## config.mk

```make
export PLATFORM = sky130hd
export DESIGN_NAME = hpt_walker
export DESIGN_NICKNAME = d
export VERILOG_FILES = /design/src/rtl/hpt_pkg.sv /design/src/rtl/hpt_seg_select.sv /design/src/rtl/hpt_hash_calc.sv /design/src/rtl/hpt_pa_build.sv /design/src/rtl/hpt_walker.sv
export SDC_FILE = /design/constraint.sdc
export NUM_CORES = 1
export LEC_CHECK = 0
export ABC_AREA = 1
export BUFFER_PORTS_ARGS = -buffer_cell sky130_fd_sc_hd__buf_2
export CORE_AREA = 2 2 257 259
export DETAILED_ROUTE_END_ITERATION = 7
export DIE_AREA = 0 0 259 261
export SKIP_LAST_GASP = 1
export SYNTH_ARGS = -nofsm -noshare
export SYNTH_HDL_FRONTEND = slang
export SYNTH_SLANG_ARGS = --single-unit
export TNS_END_PERCENT = 5
```

## constraint.sdc

```tcl
create_clock -name clk -period 7.7 [get_ports clk]
set_clock_uncertainty 0.15 [all_clocks]
set_input_delay 0.77 -clock clk [delete_from_list [all_inputs] [get_ports clk]]
set_output_delay 0.77 -clock clk [all_outputs]
set_load 0.1 [all_outputs]
```

## src/rtl/hpt_pkg.sv

```systemverilog
package hpt_pkg;

    typedef enum logic [2:0] {
        ST_IDLE,
        ST_RD_KEY,
        ST_WT_KEY,
        ST_RD_LO,
        ST_WT_LO,
        ST_WR_KEY,
        ST_WR_LO,
        ST_DONE
    } hpt_state_e;

    localparam logic OP_WALK   = 1'b0;
    localparam logic OP_INSERT = 1'b1;

    localparam int ADDR_W          = 32;
    localparam int WORD_W          = 32;
    localparam int HASH_W          = 23;
    localparam int HASH_LO_W       = 10;
    localparam int MASK_W          = 9;
    localparam int BASE_W          = 16;
    localparam int GROUP_SHIFT     = 6;
    localparam int HIGH_SHIFT      = 16;
    localparam int ENTRY_SHIFT     = 3;
    localparam int SLOTS_PER_GROUP = 8;
    localparam int NUM_GROUPS      = 2;
    localparam int SLOT_W          = $clog2(SLOTS_PER_GROUP * NUM_GROUPS);
    localparam int IDX_W           = $clog2(SLOTS_PER_GROUP);
    localparam int API_W           = 6;
    localparam int PAGE_W          = 12;
    localparam int RPN_W           = 20;
    localparam int XPN_W           = 3;
    localparam int PA_W            = ADDR_W + 1 + XPN_W;

endpackage

```

## src/rtl/hpt_seg_select.sv

```systemverilog
module hpt_seg_select #(
    parameter int NUM_SEG = 16,
    parameter int VSID_W  = 24,
    localparam int SEG_W  = $clog2(NUM_SEG)
) (
    input  logic [NUM_SEG*VSID_W-1:0] seg_vsid,
    input  logic [SEG_W-1:0]          seg_idx,
    output logic [VSID_W-1:0]         vsid
);
    always_comb begin
        vsid = seg_vsid[seg_idx*VSID_W +: VSID_W];
    end
endmodule

```

## src/rtl/hpt_hash_calc.sv

```systemverilog
module hpt_hash_calc
    import hpt_pkg::*;
#(
    parameter int VSID_W    = 24,
    parameter int SECONDARY = 0
) (
    input  logic [BASE_W-1:0] base,
    input  logic [MASK_W-1:0] mask,
    input  logic [15:0]       page_idx,
    input  logic [API_W-1:0]  api,
    input  logic [VSID_W-1:0] vsid,
    output logic [ADDR_W-1:0] group_addr,
    output logic [WORD_W-1:0] key
);
    localparam int HI_W = HASH_W - HASH_LO_W;
    localparam logic H_BIT = (SECONDARY != 0);

    logic [HASH_W-1:0] h_raw;
    logic [HASH_W-1:0] h;
    logic [HI_W-1:0]   hi_sel;
    logic [ADDR_W-1:0] lo_off;
    logic [ADDR_W-1:0] hi_off;

    always_comb begin
        h_raw  = {{(HASH_W-16){1'b0}}, page_idx} ^ vsid[HASH_W-1:0];
        h      = H_BIT ? ~h_raw : h_raw;
        hi_sel = h[HASH_W-1:HASH_LO_W] & {{(HI_W-MASK_W){1'b0}}, mask};
        lo_off = {{(ADDR_W-HASH_LO_W){1'b0}}, h[HASH_LO_W-1:0]} << GROUP_SHIFT;
        hi_off = {{(ADDR_W-HI_W){1'b0}}, hi_sel} << HIGH_SHIFT;
        group_addr = {base, {(ADDR_W-BASE_W){1'b0}}} + (lo_off | hi_off);
        key = {1'b1, vsid, H_BIT, api};
    end
endmodule

```

## src/rtl/hpt_pa_build.sv

```systemverilog
module hpt_pa_build
    import hpt_pkg::*;
(
    input  logic [RPN_W-1:0]  rpn,
    input  logic [XPN_W-1:0]  xpn,
    input  logic              xbit,
    input  logic [PAGE_W-1:0] page_off,
    output logic [PA_W-1:0]   pa
);
    always_comb begin
        pa = {xpn, xbit, rpn, page_off};
    end
endmodule

```

## src/rtl/hpt_walker.sv

```systemverilog
module hpt_walker
    import hpt_pkg::*;
#(
    parameter int NUM_SEG = 16,
    parameter int VSID_W  = 24,
    localparam int SEG_W  = $clog2(NUM_SEG)
) (
    input  logic                      clk,
    input  logic                      rst_n,
    input  logic                      req_valid,
    input  logic                      req_op,
    input  logic [ADDR_W-1:0]         req_ea,
    input  logic                      req_data_side,
    input  logic                      req_write,
    input  logic [WORD_W-1:0]         req_lo_word,
    input  logic [NUM_SEG*VSID_W-1:0] seg_vsid,
    input  logic [WORD_W-1:0]         tbl_reg,
    output logic                      busy,
    output logic                      done,
    output logic                      resp_ok,
    output logic                      resp_fault,
    output logic [1:0]                resp_status,
    output logic [ADDR_W-1:0]         resp_far,
    output logic [PA_W-1:0]           resp_pa,
    output logic                      mem_req_valid,
    input  logic                      mem_req_ready,
    output logic                      mem_req_we,
    output logic [ADDR_W-1:0]         mem_req_addr,
    output logic [WORD_W-1:0]         mem_req_wdata,
    input  logic                      mem_rsp_valid,
    input  logic [WORD_W-1:0]         mem_rsp_rdata
);
    localparam logic [SLOT_W-1:0] LAST_SLOT = '1;
    localparam logic [ADDR_W-1:0] HI_WORD   = ADDR_W'(WORD_W / 8);

    hpt_state_e state_q, state_d;

    logic              op_q, side_q, wr_q;
    logic [ADDR_W-1:0] ea_q;
    logic [WORD_W-1:0] lo_q;
    logic [VSID_W-1:0] vsid_q;
    logic [BASE_W-1:0] base_q;
    logic [MASK_W-1:0] mask_q;
    logic [SLOT_W-1:0] slot_q;
    logic              ok_q, fault_q;
    logic [1:0]        status_q;
    logic [ADDR_W-1:0] far_q;
    logic [PA_W-1:0]   pa_q;

    logic              accept, tbl_zero;
    logic              slot_step, miss_end, lo_capture, ins_end;
    logic [VSID_W-1:0] vsid_sel;
    logic [ADDR_W-1:0] grp_addr [NUM_GROUPS];
    logic [WORD_W-1:0] grp_key  [NUM_GROUPS];
    logic [ADDR_W-1:0] grp_cur, slot_addr;
    logic [WORD_W-1:0] key_cur;
    logic [PA_W-1:0]   pa_new;
    logic              key_hit, slot_free;

    hpt_seg_select #(.NUM_SEG(NUM_SEG), .VSID_W(VSID_W)) u_seg (
        .seg_vsid (seg_vsid),
        .seg_idx  (req_ea[ADDR_W-1 -: SEG_W]),
        .vsid     (vsid_sel)
    );

    for (genvar g = 0; g < NUM_GROUPS; g++) begin : g_hash
        hpt_hash_calc #(.VSID_W(VSID_W), .SECONDARY(g)) u_hash (
            .base       (base_q),
            .mask       (mask_q),
            .page_idx   (ea_q[27:12]),
            .api        (ea_q[27:22]),
            .vsid       (vsid_q),
            .group_addr (grp_addr[g]),
            .key        (grp_key[g])
        );
    end

    hpt_pa_build u_pa (
        .rpn      (mem_rsp_rdata[WORD_W-1 -: RPN_W]),
        .xpn      (mem_rsp_rdata[11:9]),
        .xbit     (mem_rsp_rdata[2]),
        .page_off (ea_q[PAGE_W-1:0]),
        .pa       (pa_new)
    );

    always_comb begin
        accept    = req_valid && (state_q == ST_IDLE);
        tbl_zero  = (tbl_reg == '0);
        grp_cur   = grp_addr[slot_q[SLOT_W-1]];
        key_cur   = grp_key[slot_q[SLOT_W-1]];
        slot_addr = grp_cur + ({{(ADDR_W-IDX_W){1'b0}}, slot_q[IDX_W-1:0]} << ENTRY_SHIFT);
        key_hit   = (op_q == OP_WALK) && (mem_rsp_rdata == key_cur);
        slot_free = (op_q == OP_INSERT) && !mem_rsp_rdata[WORD_W-1];
    end

    // State register
    always_ff @(posedge clk or negedge rst_n) begin
        if (!rst_n) state_q <= ST_IDLE;
        else        state_q <= state_d;
    end

    // Next state and step strobes
    always_comb begin
        state_d    = state_q;
        slot_step  = 1'b0;
        miss_end   = 1'b0;
        lo_capture = 1'b0;
        ins_end    = 1'b0;
        unique case (state_q)
            ST_IDLE:   if (accept) state_d = tbl_zero ? ST_DONE : ST_RD_KEY;
            ST_RD_KEY: if (mem_req_ready) state_d = ST_WT_KEY;
            ST_WT_KEY: begin
                if (mem_rsp_valid) begin
                    if (key_hit)                  state_d = ST_RD_LO;
                    else if (slot_free)           state_d = ST_WR_KEY;
                    else if (slot_q == LAST_SLOT) begin
                        miss_end = 1'b1;
                        state_d  = ST_DONE;
                    end else begin
                        slot_step = 1'b1;
                        state_d   = ST_RD_KEY;
                    end
                end
            end
            ST_RD_LO:  if (mem_req_ready) state_d = ST_WT_LO;
            ST_WT_LO: begin
                if (mem_rsp_valid) begin
                    lo_capture = 1'b1;
                    state_d    = ST_DONE;
                end
            end
            ST_WR_KEY: if (mem_req_ready) state_d = ST_WR_LO;
            ST_WR_LO: begin
                if (mem_req_ready) begin
                    ins_end = 1'b1;
                    state_d = ST_DONE;
                end
            end
            ST_DONE:   state_d = ST_IDLE;
            default:   state_d = ST_IDLE;
        endcase
    end

    // Outputs
    always_comb begin
        busy          = (state_q != ST_IDLE);
        done          = (state_q == ST_DONE);
        mem_req_valid = 1'b0;
        mem_req_we    = 1'b0;
        mem_req_addr  = slot_addr;
        mem_req_wdata = key_cur;
        unique case (state_q)
            ST_RD_KEY: mem_req_valid = 1'b1;
            ST_RD_LO: begin
                mem_req_valid = 1'b1;
                mem_req_addr  = slot_addr + HI_WORD;
            end
            ST_WR_KEY: begin
                mem_req_valid = 1'b1;
                mem_req_we    = 1'b1;
            end
            ST_WR_LO: begin
                mem_req_valid = 1'b1;
                mem_req_we    = 1'b1;
                mem_req_addr  = slot_addr + HI_WORD;
                mem_req_wdata = lo_q;
            end
            ST_IDLE, ST_WT_KEY, ST_WT_LO, ST_DONE: mem_req_valid = 1'b0;
            default: mem_req_valid = 1'b0;
        endcase
        resp_ok     = ok_q;
        resp_fault  = fault_q;
        resp_status = status_q;
        resp_far    = far_q;
        resp_pa     = pa_q;
    end

    // Request context and results
    always_ff @(posedge clk or negedge rst_n) begin
        if (!rst_n) begin
            op_q     <= OP_WALK;
            ea_q     <= '0;
            side_q   <= 1'b0;
            wr_q     <= 1'b0;
            lo_q     <= '0;
            vsid_q   <= '0;
            base_q   <= '0;
            mask_q   <= '0;
            slot_q   <= '0;
            ok_q     <= 1'b0;
            fault_q  <= 1'b0;
            status_q <= '0;
            far_q    <= '0;
            pa_q     <= '0;
        end else if (accept) begin
            op_q     <= req_op;
            ea_q     <= req_ea;
            side_q   <= req_data_side;
            wr_q     <= req_write;
            lo_q     <= req_lo_word;
            vsid_q   <= vsid_sel;
            base_q   <= tbl_reg[WORD_W-1 -: BASE_W];
            mask_q   <= tbl_reg[MASK_W-1:0];
            slot_q   <= '0;
            ok_q     <= 1'b0;
            fault_q  <= tbl_zero;
            status_q <= '0;
            if (tbl_zero && (req_op == OP_WALK) && req_data_side) begin
                status_q <= {req_write, 1'b1};
                far_q    <= req_ea;
            end
        end else if (slot_step) begin
            slot_q <= slot_q + 1'b1;
        end else if (miss_end) begin
            fault_q <= 1'b1;
            if ((op_q == OP_WALK) && side_q) begin
                status_q <= {wr_q, 1'b1};
                far_q    <= ea_q;
            end
        end else if (lo_capture) begin
            ok_q <= 1'b1;
            pa_q <= pa_new;
        end else if (ins_end) begin
            ok_q <= 1'b1;
        end
    end

endmodule

```

==> results of run 1 <==
-- final cells by class --
| class | count | area [um^2] |
|---|---|---|
| fill | 7254 | 47700 |
| multi-input combinational | 1361 | 6740 |
| sequential | 195 | 4880 |
| timing repair buffer | 678 | 3460 |
| tap | 864 | 1080 |
| inverter | 143 | 546 |
| clock buffer | 18 | 439 |
| clock inverter | 14 | 139 |
| antenna | 20 | 50.0 |
-- worst min-delay path by stage --
stage / start / endpoint / slack (ns) / cells after the start
detailed placement: resp_far[30]$_DFFE_PN0P_ / resp_far[30]$_DFFE_PN0P_ / 0.30 / 2
global route: rst_n / resp_pa[4]$_DFFE_PN0P_ / 0.14 / 1
finish: rst_n / resp_pa[4]$_DFFE_PN0P_ / 0.08 / 1
floorplan: mask_q[0]$_DFFE_PN0P_ / mask_q[0]$_DFFE_PN0P_ / 0.29 / 2
global placement: resp_far[20]$_DFFE_PN0P_ / resp_far[20]$_DFFE_PN0P_ / 0.30 / 2
CTS: rst_n / resp_pa[4]$_DFFE_PN0P_ / 0.14 / 1
-- placed cells by master, fill, tap and decap left out, drive strengths merged --
cell type	synthesis	final
ha	10	10
dfrtp	195	195
nand4	33	33
o21ai	372	372
a2bb2oi	1	1
clkinv	1	6
a21o	1	1
nand3b	1	1
buf	49	678
a31oi	10	10
xnor2	26	26
o31ai	1	1
nand3	45	45
nor3	4	4
nor2	267	267
clkinvlp	0	2
o221ai	63	63
a22oi	9	9
o211ai	8	8
xor2	28	28
o22ai	37	37
clkbuf	84	18
nand2	420	420
a21oi	14	14
diode	0	20
inv	142	149
conb	1	2
mux2	4	4
a211o	1	1
fa	1	1
or2	2	2
a21boi	1	1
-- worst max-delay path: stages, from the launching register on --
cell and delay, ns:
dfrtp_1 0.75, xnor2_1 0.21, o21ai_0 0.10, a21oi_1 0.16
ha_1 0.20, inv_1 0.06, fa_1 0.46, o21ai_0 0.32
a31oi_1 0.20, o21ai_0 0.24, xor2_1 0.19, buf_2 0.45
-- cells by family after synthesis --
kind of cell | count (synthesis) | synth area share
AO/OA/AOI/OAI | 518 | 0.232
XOR/XNOR | 54 | 0.0370
adder cells (fa/ha/maj) | 11 | 0.0114
buffers and inverters | 276 | 0.0906
flip-flops | 195 | 0.382
multiplexers | 4 | 0.00353
other | 1 | 0.000294
AND/OR/NAND/NOR | 772 | 0.243
-- where the power goes --
group	switching [mW]	internal (mW)	total (mW)	leakage, nW
clock	0.479	0.439	0.918	0.282
sequential	0.380	1.50	1.88	2.41
combinational	5.16	1.04	6.20	6.03
-- cell usage after synthesis, drive strengths merged (8+ instances only) --
cell type | n | share of area
a21oi | 14 | 0.0055
a22oi | 9 | 0.0053
a31oi | 10 | 0.0049
buf | 49 | 0.024
clkbuf | 84 | 0.025
dfrtp | 195 | 0.38
ha | 10 | 0.0098
inv | 142 | 0.042
nand2 | 420 | 0.12
nand3 | 45 | 0.019
nand4 | 33 | 0.016
nor2 | 267 | 0.080
o211ai | 8 | 0.0047
o21ai | 372 | 0.15
o221ai | 63 | 0.043
o22ai | 37 | 0.018
xnor2 | 26 | 0.018
xor2 | 28 | 0.019
-- per-stage QoR --
stage / setup slack [ns] / power (mW) / instances / area (um^2) / hold slack, ns
finish: 2.93 / 9.00 / 3293 / 17300 / 0.0848
global route: 2.59 / 9.46 / 3288 / 17300 / 0.141
CTS: 2.86 / 9.09 / 3273 / 17300 / 0.144
floorplan: 3.22 / 6.73 / 1832 / 12800 / 0.286
global placement: 3.48 / 8.12 / 3241 / 16700 / 0.304
detailed placement: 3.44 / 8.15 / 3241 / 16700 / 0.303
-- layer usage --
| layer | track usage | routed length (um) | up-vias |
|---|---|---|---|
| met1 | 0.243 | 28400 | 7120 |
| li1 | - | - | 7268 |
| met5 | 0 | 107 | - |
| met2 | 0.333 | 33300 | 655 |
| met4 | 0.0984 | 3200 | 16 |
| met3 | 0.0446 | 4520 | 144 |
-- registers in the layout, indices dropped and copies added, names as in the netlist --
signal and cells:
op_q 1, base_q 16, resp_pa 36, mask_q 9
resp_fault 1, wr_q 1, slot_q 4, ea_q 32
vsid_q 24, resp_status 2, lo_q 32, resp_ok 1
resp_far 32, state_q 3, side_q 1
==> flow_summary.yaml, run 1 <==
global_routing:
  antenna_found_initial: 31
  grt_pass1_vias: 14400
  grt-ovfl-total: 0
  grt_first_pass_wirelength_um: 97700
  grt_usage: 0.200
  grt_max_degree: 96
clocking:
  clk_path_buf_depth: 2
  cts-resized-gates: 0
  h-tree-depth: 4
  postCtsHoldBufs: 0
  cts-root-buf: "clkbuf_16"
  cts_tree: "built"
  clk_pin_slew_worst_paths_ns: 0.08
  post_cts_buffers: 0
  cts.sink_count: 195
  insertion_delay_ns: 0.50
  cts_made_buffers: 17
layout:
  fin_nets: 2927
  final_core_utilization: 0.267
  drive_gt1_frac: 0.306
  syn_to_final_growth_pct: 35.9
route:
  antenna_left: 0
  wl_per_cell_um: 21.1
  viasPerCell: 4.62
  vias: 15200
  drtPass1Iterations: 5
  drcViolationCount: 0
  wl_um: 69600
  first_iter_violations: 1060
floorplanning:
  die_w_um: 259
  num_io_pins: 660
  core_area_mm2: 0.0650
  initial_utilization: 0.196
  die_area_mm2: 0.0676
  rows: 94
  fp.dieH_um: 261
sta:
  finalSetupViolCount: 0
  hold_viol: 0
  finalCritPeriodShare: 0.620
  min_period_ns: 4.77
  rsz0062_at_grt: "false"
  relSlewSlack: 0.457
  clock.fmax_mhz: 210
  maxSlewViolCount: 0
  worst_pin_slew_ns: 0.814
  setup_tns_ns: 0
worst_setup_path:
  critPathRequiredTime_ns: 6.78
  r2r_cells: 10
  cp_max_fo: 17
  crit_end: "mem_req_addr[24]"
  rrSetupSlack_ns: 4.22
  crit_type: "reg2out"
  end_kind: "output pin"
  r2r_start: "state_q[0]$_DFFE_PN0P_"
  reg2reg_to: "resp_far[28]$_DFFE_PN0P_"
  startpoint: "slot_q[3]$_DFFE_PN0P_"
  critPathLaunchType: "register"
  crit_arrival_ns: 3.85
placed_design:
  port_buffers: 657
  routabilityCongestion: 0.913
  hpwl_um: 55600
power:
  irDropWorstVdd_uv: 407
  leakagePower_nw: 8.71
  power.density_mw_per_mm2: 519
logic_synthesis:
  syn_area_mm2: 0.0128
  syn_area_per_cell_um2: 6.97
  ys_ff_latch: 195
  async_flop_share: 1.00
  yosys_warnings: 0
  ys.flop_type: "dfrtp_1"
  synth_cell_types: 42
  synth_cells: 1831
  synth_edf_count: 0
  synth_seq_area_share: 0.382
job:
  maxCapViolations: 0
worst_hold_path:
  hp-class: "in2async"
status:
  status: "complete, no violations"
Power figures use the tool's default switching activity.
==> run 2: changes to the inputs <==
- clock period: 7.7 -> 5 ns (I/O delays scaled with it)
==> run 2 against run 1 <==
First-iteration DRC count is 5.8% higher. Register-to-register slack worse by 2.4 ns. Count of clock-buffer cells in the layout stayed put. Core utilization is 0.17 points higher. Critical path depth stayed put. Sequential power is 54% higher. Die area stayed put. Via count hardly changed.
==> flow_summary.yaml, run 2 (synthesis gave the netlist of run 1 again) <==
layout:
  final_cells: 3295
  layout.area.seq_mm2: 0.00488
  drive_gt1_frac: 0.307
  syn_to_final_growth_pct: 36.7
  final_cell_mix: "654 x buf_2, 418 x nand2_1, 358 x o21ai_0"
  layout_commonest_cell: "buf_2"
  fillers: 7345
  fin_nets: 2932
  multiInputGateArea_mm2: 0.00674
  postLayoutCellArea_mm2: 0.0175
  largest_reg_flops: 36
  final_core_utilization: 0.268
status:
  status: "complete, no violations"
global_routing:
  grt_usage: 0.200
  grt-ovfl-total: 0
  grt_pass1_vias: 14500
  grt_max_degree: 119
  antenna_found_initial: 33
  grt_first_pass_wirelength_um: 98400
sta:
  finalCritPeriodShare: 0.866
  finalSetupViolCount: 0
  maxSlewViolCount: 0
  worst_pin_slew_ns: 0.896
  min_period_ns: 4.33
  relSlewSlack: 0.402
  setup_tns_ns: 0
  setup_ws_ns: 0.671
  clock.fmax_mhz: 231
  hold_viol: 0
  fin_hold_ws_ns: 0.0920
  rsz0062_at_grt: "false"
job:
  maxCapViolations: 0
clocking:
  cts.sink_count: 195
  insertion_delay_ns: 0.47
  cts_tree: "built"
  post_cts_buffers: 0
  cts_made_buffers: 17
  clk_path_buf_depth: 2
  h-tree-depth: 4
  clk_pin_slew_worst_paths_ns: 0.08
  cts-root-buf: "clkbuf_16"
worst_setup_path:
  worst_path_max_delay_cell: "dfrtp_1"
  critPathRequiredTime_ns: 4.35
  crit_top_cell: "o21ai_0"
  cp_max_fo: 4
  critPathLaunchType: "register"
  cp_top_family: "compound AO/OA/AOI/OAI gates"
  crit_type: "reg2out"
  cp_cell_sequence: "xnor2_1 > o21ai_0 > a21oi_1 > ha_1 > inv_1 > fa_1 > o21ai_0 > a31oi_1 > o21ai_0 > xor2_1 > buf_2"
  end_kind: "output pin"
  worst-path-buf-inv: 2
  crit_arrival_ns: 3.68
  cp_slowest_stage_delay_ns: 0.47
route:
  wl_per_cell_um: 21.3
  viasPerCell: 4.62
  antenna_left: 0
  drcViolationCount: 0
  wl_um: 70000
  first_iter_violations: 1121
  vias: 15200
  drtPass1Iterations: 5
floorplanning:
  die_w_um: 259
  fp.dieH_um: 261
  core_area_mm2: 0.0650
  die_area_mm2: 0.0676
  num_io_pins: 660
  initial_utilization: 0.196
  rows: 94
placed_design:
  dp_slack_ns: 1.15
  routabilityCongestion: 0.896
  dpl_cell_area_mm2: 0.0168
  hpwl_um: 56200
  placed_cells_incl_taps: 3245
  port_buffers: 657
power:
  p_switching_mw: 9.29
  clockPowerShare: 0.108
  p_total_mw: 14.0
  leakagePower_nw: 8.77
  swShare: 0.666
  irDropWorstVdd_uv: 633
  power.internal_mw: 4.67
  pwr-share-seq: 0.208
  p_comb_frac: 0.684
  power.density_mw_per_mm2: 800
worst_hold_path:
  hp-class: "in2reg"
-- run 2: cell count changes in the layout (fill, tap and decap cells not counted), moves of 2 or more --
cell and delta:
clkinvlp_4 -2, diode_2 -3, clkinv_8 +4, buf_4 +3
-- run 2: power groups by stage --
stage	Combinational, mW	Sequential (mW)	Clock [mW]
floorplan	5.66	4.70	0
detailed placement	9.61	2.94	0
global placement	9.60	2.92	0
CTS	9.63	2.92	1.55
global route	10.1	3.01	1.62
finish	9.55	2.90	1.51
-- run 2: worst paths after layout --
| path | slack (ns) | to | cells past startpoint | from |
|---|---|---|---|---|
| max | 0.67 | mem_req_addr[24] | 11 | vsid_q[10]$_DFFE_PN0P_ |
| min | 0.09 | lo_q[27]$_DFFE_PN0P_ | 3 | req_lo_word[27] |
| max reg2reg | 1.80 | resp_far[4]$_DFFE_PN0P_ | 8 | state_q[0]$_DFFE_PN0P_ |
| min reg2reg | 0.32 | resp_far[22]$_DFFE_PN0P_ | 2 | resp_far[22]$_DFFE_PN0P_ |
| max in group asynchronous | 3.10 | vsid_q[15]$_DFFE_PN0P_ | 3 | rst_n |
| min in group asynchronous | 0.55 | resp_pa[4]$_DFFE_PN0P_ | 2 | rst_n |
-- run 2: area by class of cell --
type	instances	area share
antenna	17	0.00244
clock buffer	18	0.0252
tap	864	0.0619
inverter	143	0.0313
sequential	195	0.280
clock inverter	14	0.0115
timing repair buffer	683	0.202
multi-input combinational	1361	0.386
-- run 2: timing repair --
| action | 4_1_cts | 5_1_grt |
|---|---|---|
| gates resized for setup | 0 | 0 |
| hold endpoints to repair | 65 | 0 |
| hold buffers | 1 | 0 |
-- run 2: routing by layer --
| layer | share of wire | up-vias | global-route usage |
|---|---|---|---|
| met5 | 0.0018 | - | 0 |
| met4 | 0.035 | 18 | 0.0928 |
| met3 | 0.069 | 110 | 0.0449 |
| met2 | 0.49 | 641 | 0.332 |
| met1 | 0.41 | 7161 | 0.247 |
| li1 | - | 7279 | - |
-- run 2: tightest hold or removal path, stage by stage --
cell	delay (ns)
buf_2	0.08
nand2_1	0.04
o21ai_0	0.06
==> run 3: changes to the inputs <==
- PLACE_DENSITY: unset -> 0.44
==> run 3 against run 2 <==
Final cell count up 0.30%. Combinational power about the same. Sequential power hardly changed. Via count grew 1.8%. Critical path depth did not move. Hold slack lost 0.0049 ns. Critical path type unchanged. First-iteration DRC count increased by 5.3%. Register-to-register slack gained 0.06 ns. Count of clock-buffer cells in the layout is 2 higher.
==> flow_summary.yaml, run 3 (synthesis gave the netlist of run 1 again) <==
status:
  status: "complete, no violations"
sta:
  rsz0062_at_grt: "false"
  hold_viol: 0
  relSlewSlack: 0.260
  finalCritPeriodShare: 0.864
  worst_pin_slew_ns: 1.11
  maxSlewViolCount: 0
  clock.fmax_mhz: 231
  min_period_ns: 4.32
  setup_tns_ns: 0
  finalSetupViolCount: 0
clocking:
  cts.sink_count: 195
  insertion_delay_ns: 0.47
  cts_made_buffers: 17
  cts-root-buf: "clkbuf_16"
  post_cts_buffers: 0
  cts_tree: "built"
  clk_path_buf_depth: 2
  h-tree-depth: 4
  cts-resized-gates: 0
  clk_pin_slew_worst_paths_ns: 0.08
floorplanning:
  die_w_um: 259
  core_area_mm2: 0.0650
  die_area_mm2: 0.0676
  fp.dieH_um: 261
  num_io_pins: 660
  rows: 94
  initial_utilization: 0.196
route:
  wl_um: 73700
  first_iter_violations: 1180
  viasPerCell: 4.69
  drcViolationCount: 0
  antenna_left: 0
  drtPass1Iterations: 6
  wl_per_cell_um: 22.3
  vias: 15500
worst_setup_path:
  r2r_start: "state_q[0]$_DFFE_PN0P_"
  crit_arrival_ns: 3.67
  cp_cell_sequence: "xnor2_1 > o21ai_0 > a21oi_1 > ha_1 > inv_1 > fa_1 > o21ai_0 > a31oi_1 > o21ai_0 > xor2_1 > buf_2"
  cp_slowest_stage_delay_ns: 0.46
  crit_top_cell: "o21ai_0"
  critPathRequiredTime_ns: 4.35
  worst_path_max_delay_cell: "buf_2"
  cp_max_fo: 4
  critPathLaunchType: "register"
  r2r_cells: 7
  worst-path-buf-inv: 2
  cp_top_family: "compound AO/OA/AOI/OAI gates"
  rrSetupSlack_ns: 1.86
  reg2reg_to: "vsid_q[18]$_DFFE_PN0P_"
  crit_type: "reg2out"
  end_kind: "output pin"
global_routing:
  grt_usage: 0.211
  grt_max_degree: 111
  grt_first_pass_wirelength_um: 104000
  antenna_found_initial: 54
  grt_pass1_vias: 15600
  grt-ovfl-total: 0
power:
  p_total_mw: 14.0
  leakagePower_nw: 8.76
  power.density_mw_per_mm2: 799
  irDropWorstVdd_uv: 587
layout:
  final_cell_mix: "654 x buf_2, 418 x nand2_1, 358 x o21ai_0"
  syn_to_final_growth_pct: 36.8
  drive_gt1_frac: 0.306
  layout_commonest_cell: "buf_2"
  fin_nets: 2929
  largest_reg_flops: 36
worst_hold_path:
  hp-class: "in2reg"
  whs_path_depth: 3
  hp-start: "req_lo_word[27]"
  hold_path_end: "lo_q[27]$_DFFE_PN0P_"
placed_design:
  routabilityCongestion: 0.905
  port_buffers: 657
  hpwl_um: 58700
job:
  maxCapViolations: 0
[run 3: final cells by class]
cell class | count | area (um^2)
Timing Repair Buffer | 680 | 3510
Sequential cell | 195 | 4880
Tap cell | 864 | 1080
Clock buffer | 20 | 467
Fill cell | 7391 | 47600
Clock inverter | 12 | 161
Multi-Input combinational cell | 1361 | 6750
Antenna cell | 30 | 75.1
Inverter | 143 | 546
[run 3: what timing repair did]
action	in CTS	in global routing
hold buffers	1	0
endpoints found under the hold margin	59	0
setup endpoints to repair	0	0
[run 3: worst max-delay path by stage]
stage,from,end,slack (ns),cells past startpoint
after floorplan,slot_q[3]$_DFFE_PN0P_,mem_req_addr[24],0.79,11
after CTS,vsid_q[10]$_DFFE_PN0P_,mem_req_addr[24],0.61,11
after global placement,vsid_q[10]$_DFFE_PN0P_,mem_req_addr[24],1.20,11
after detailed placement,vsid_q[10]$_DFFE_PN0P_,mem_req_addr[24],1.18,11
after global routing,vsid_q[10]$_DFFE_PN0P_,mem_req_addr[24],0.45,11
final,vsid_q[10]$_DFFE_PN0P_,mem_req_addr[24],0.68,11
[run 3: report_power, final]
part / total (mW) / internal (mW) / leakage, nW / switching [mW]
logic: 9.55 / 1.60 / 6.05 / 7.95
registers: 2.88 / 2.32 / 2.41 / 0.563
clock network: 1.52 / 0.797 / 0.304 / 0.724
total: 14.0 / 4.72 / 8.76 / 9.24
[run 3: metrics by stage]
| stage | util | instance area, um^2 | hold WS (ns) | instances | setup WS [ns] |
|---|---|---|---|---|---|
| floorplan | - | 12800 | 0.0544 | 1832 | 0.786 |
| global placement | 0.258 | 16800 | 0.304 | 3242 | 1.20 |
| detailed placement | 0.258 | 16800 | 0.303 | 3242 | 1.18 |
| CTS | 0.267 | 17400 | 0.0507 | 3275 | 0.609 |
| global route | 0.268 | 17400 | 0.0765 | 3295 | 0.454 |
| finish | 0.269 | 17500 | 0.0871 | 3305 | 0.680 |
[run 3: layer usage]
layer / share of wire / global-route usage / wire (um)
met5: 0.0017 / 0 / 125
met4: 0.052 / 0.115 / 3820
met3: 0.063 / 0.0451 / 4620
met2: 0.49 / 0.362 / 36100
met1: 0.39 / 0.247 / 29100
[run 3: worst reg2reg max path: stages, from the launching register on]
cell and delay [ns]:
dfrtp_1 0.47, nor2_4 0.24, nand2_4 0.12, nor2_8 0.13
buf_4 0.60, buf_4 0.93, nand2_1 0.29, o21ai_0 0.12
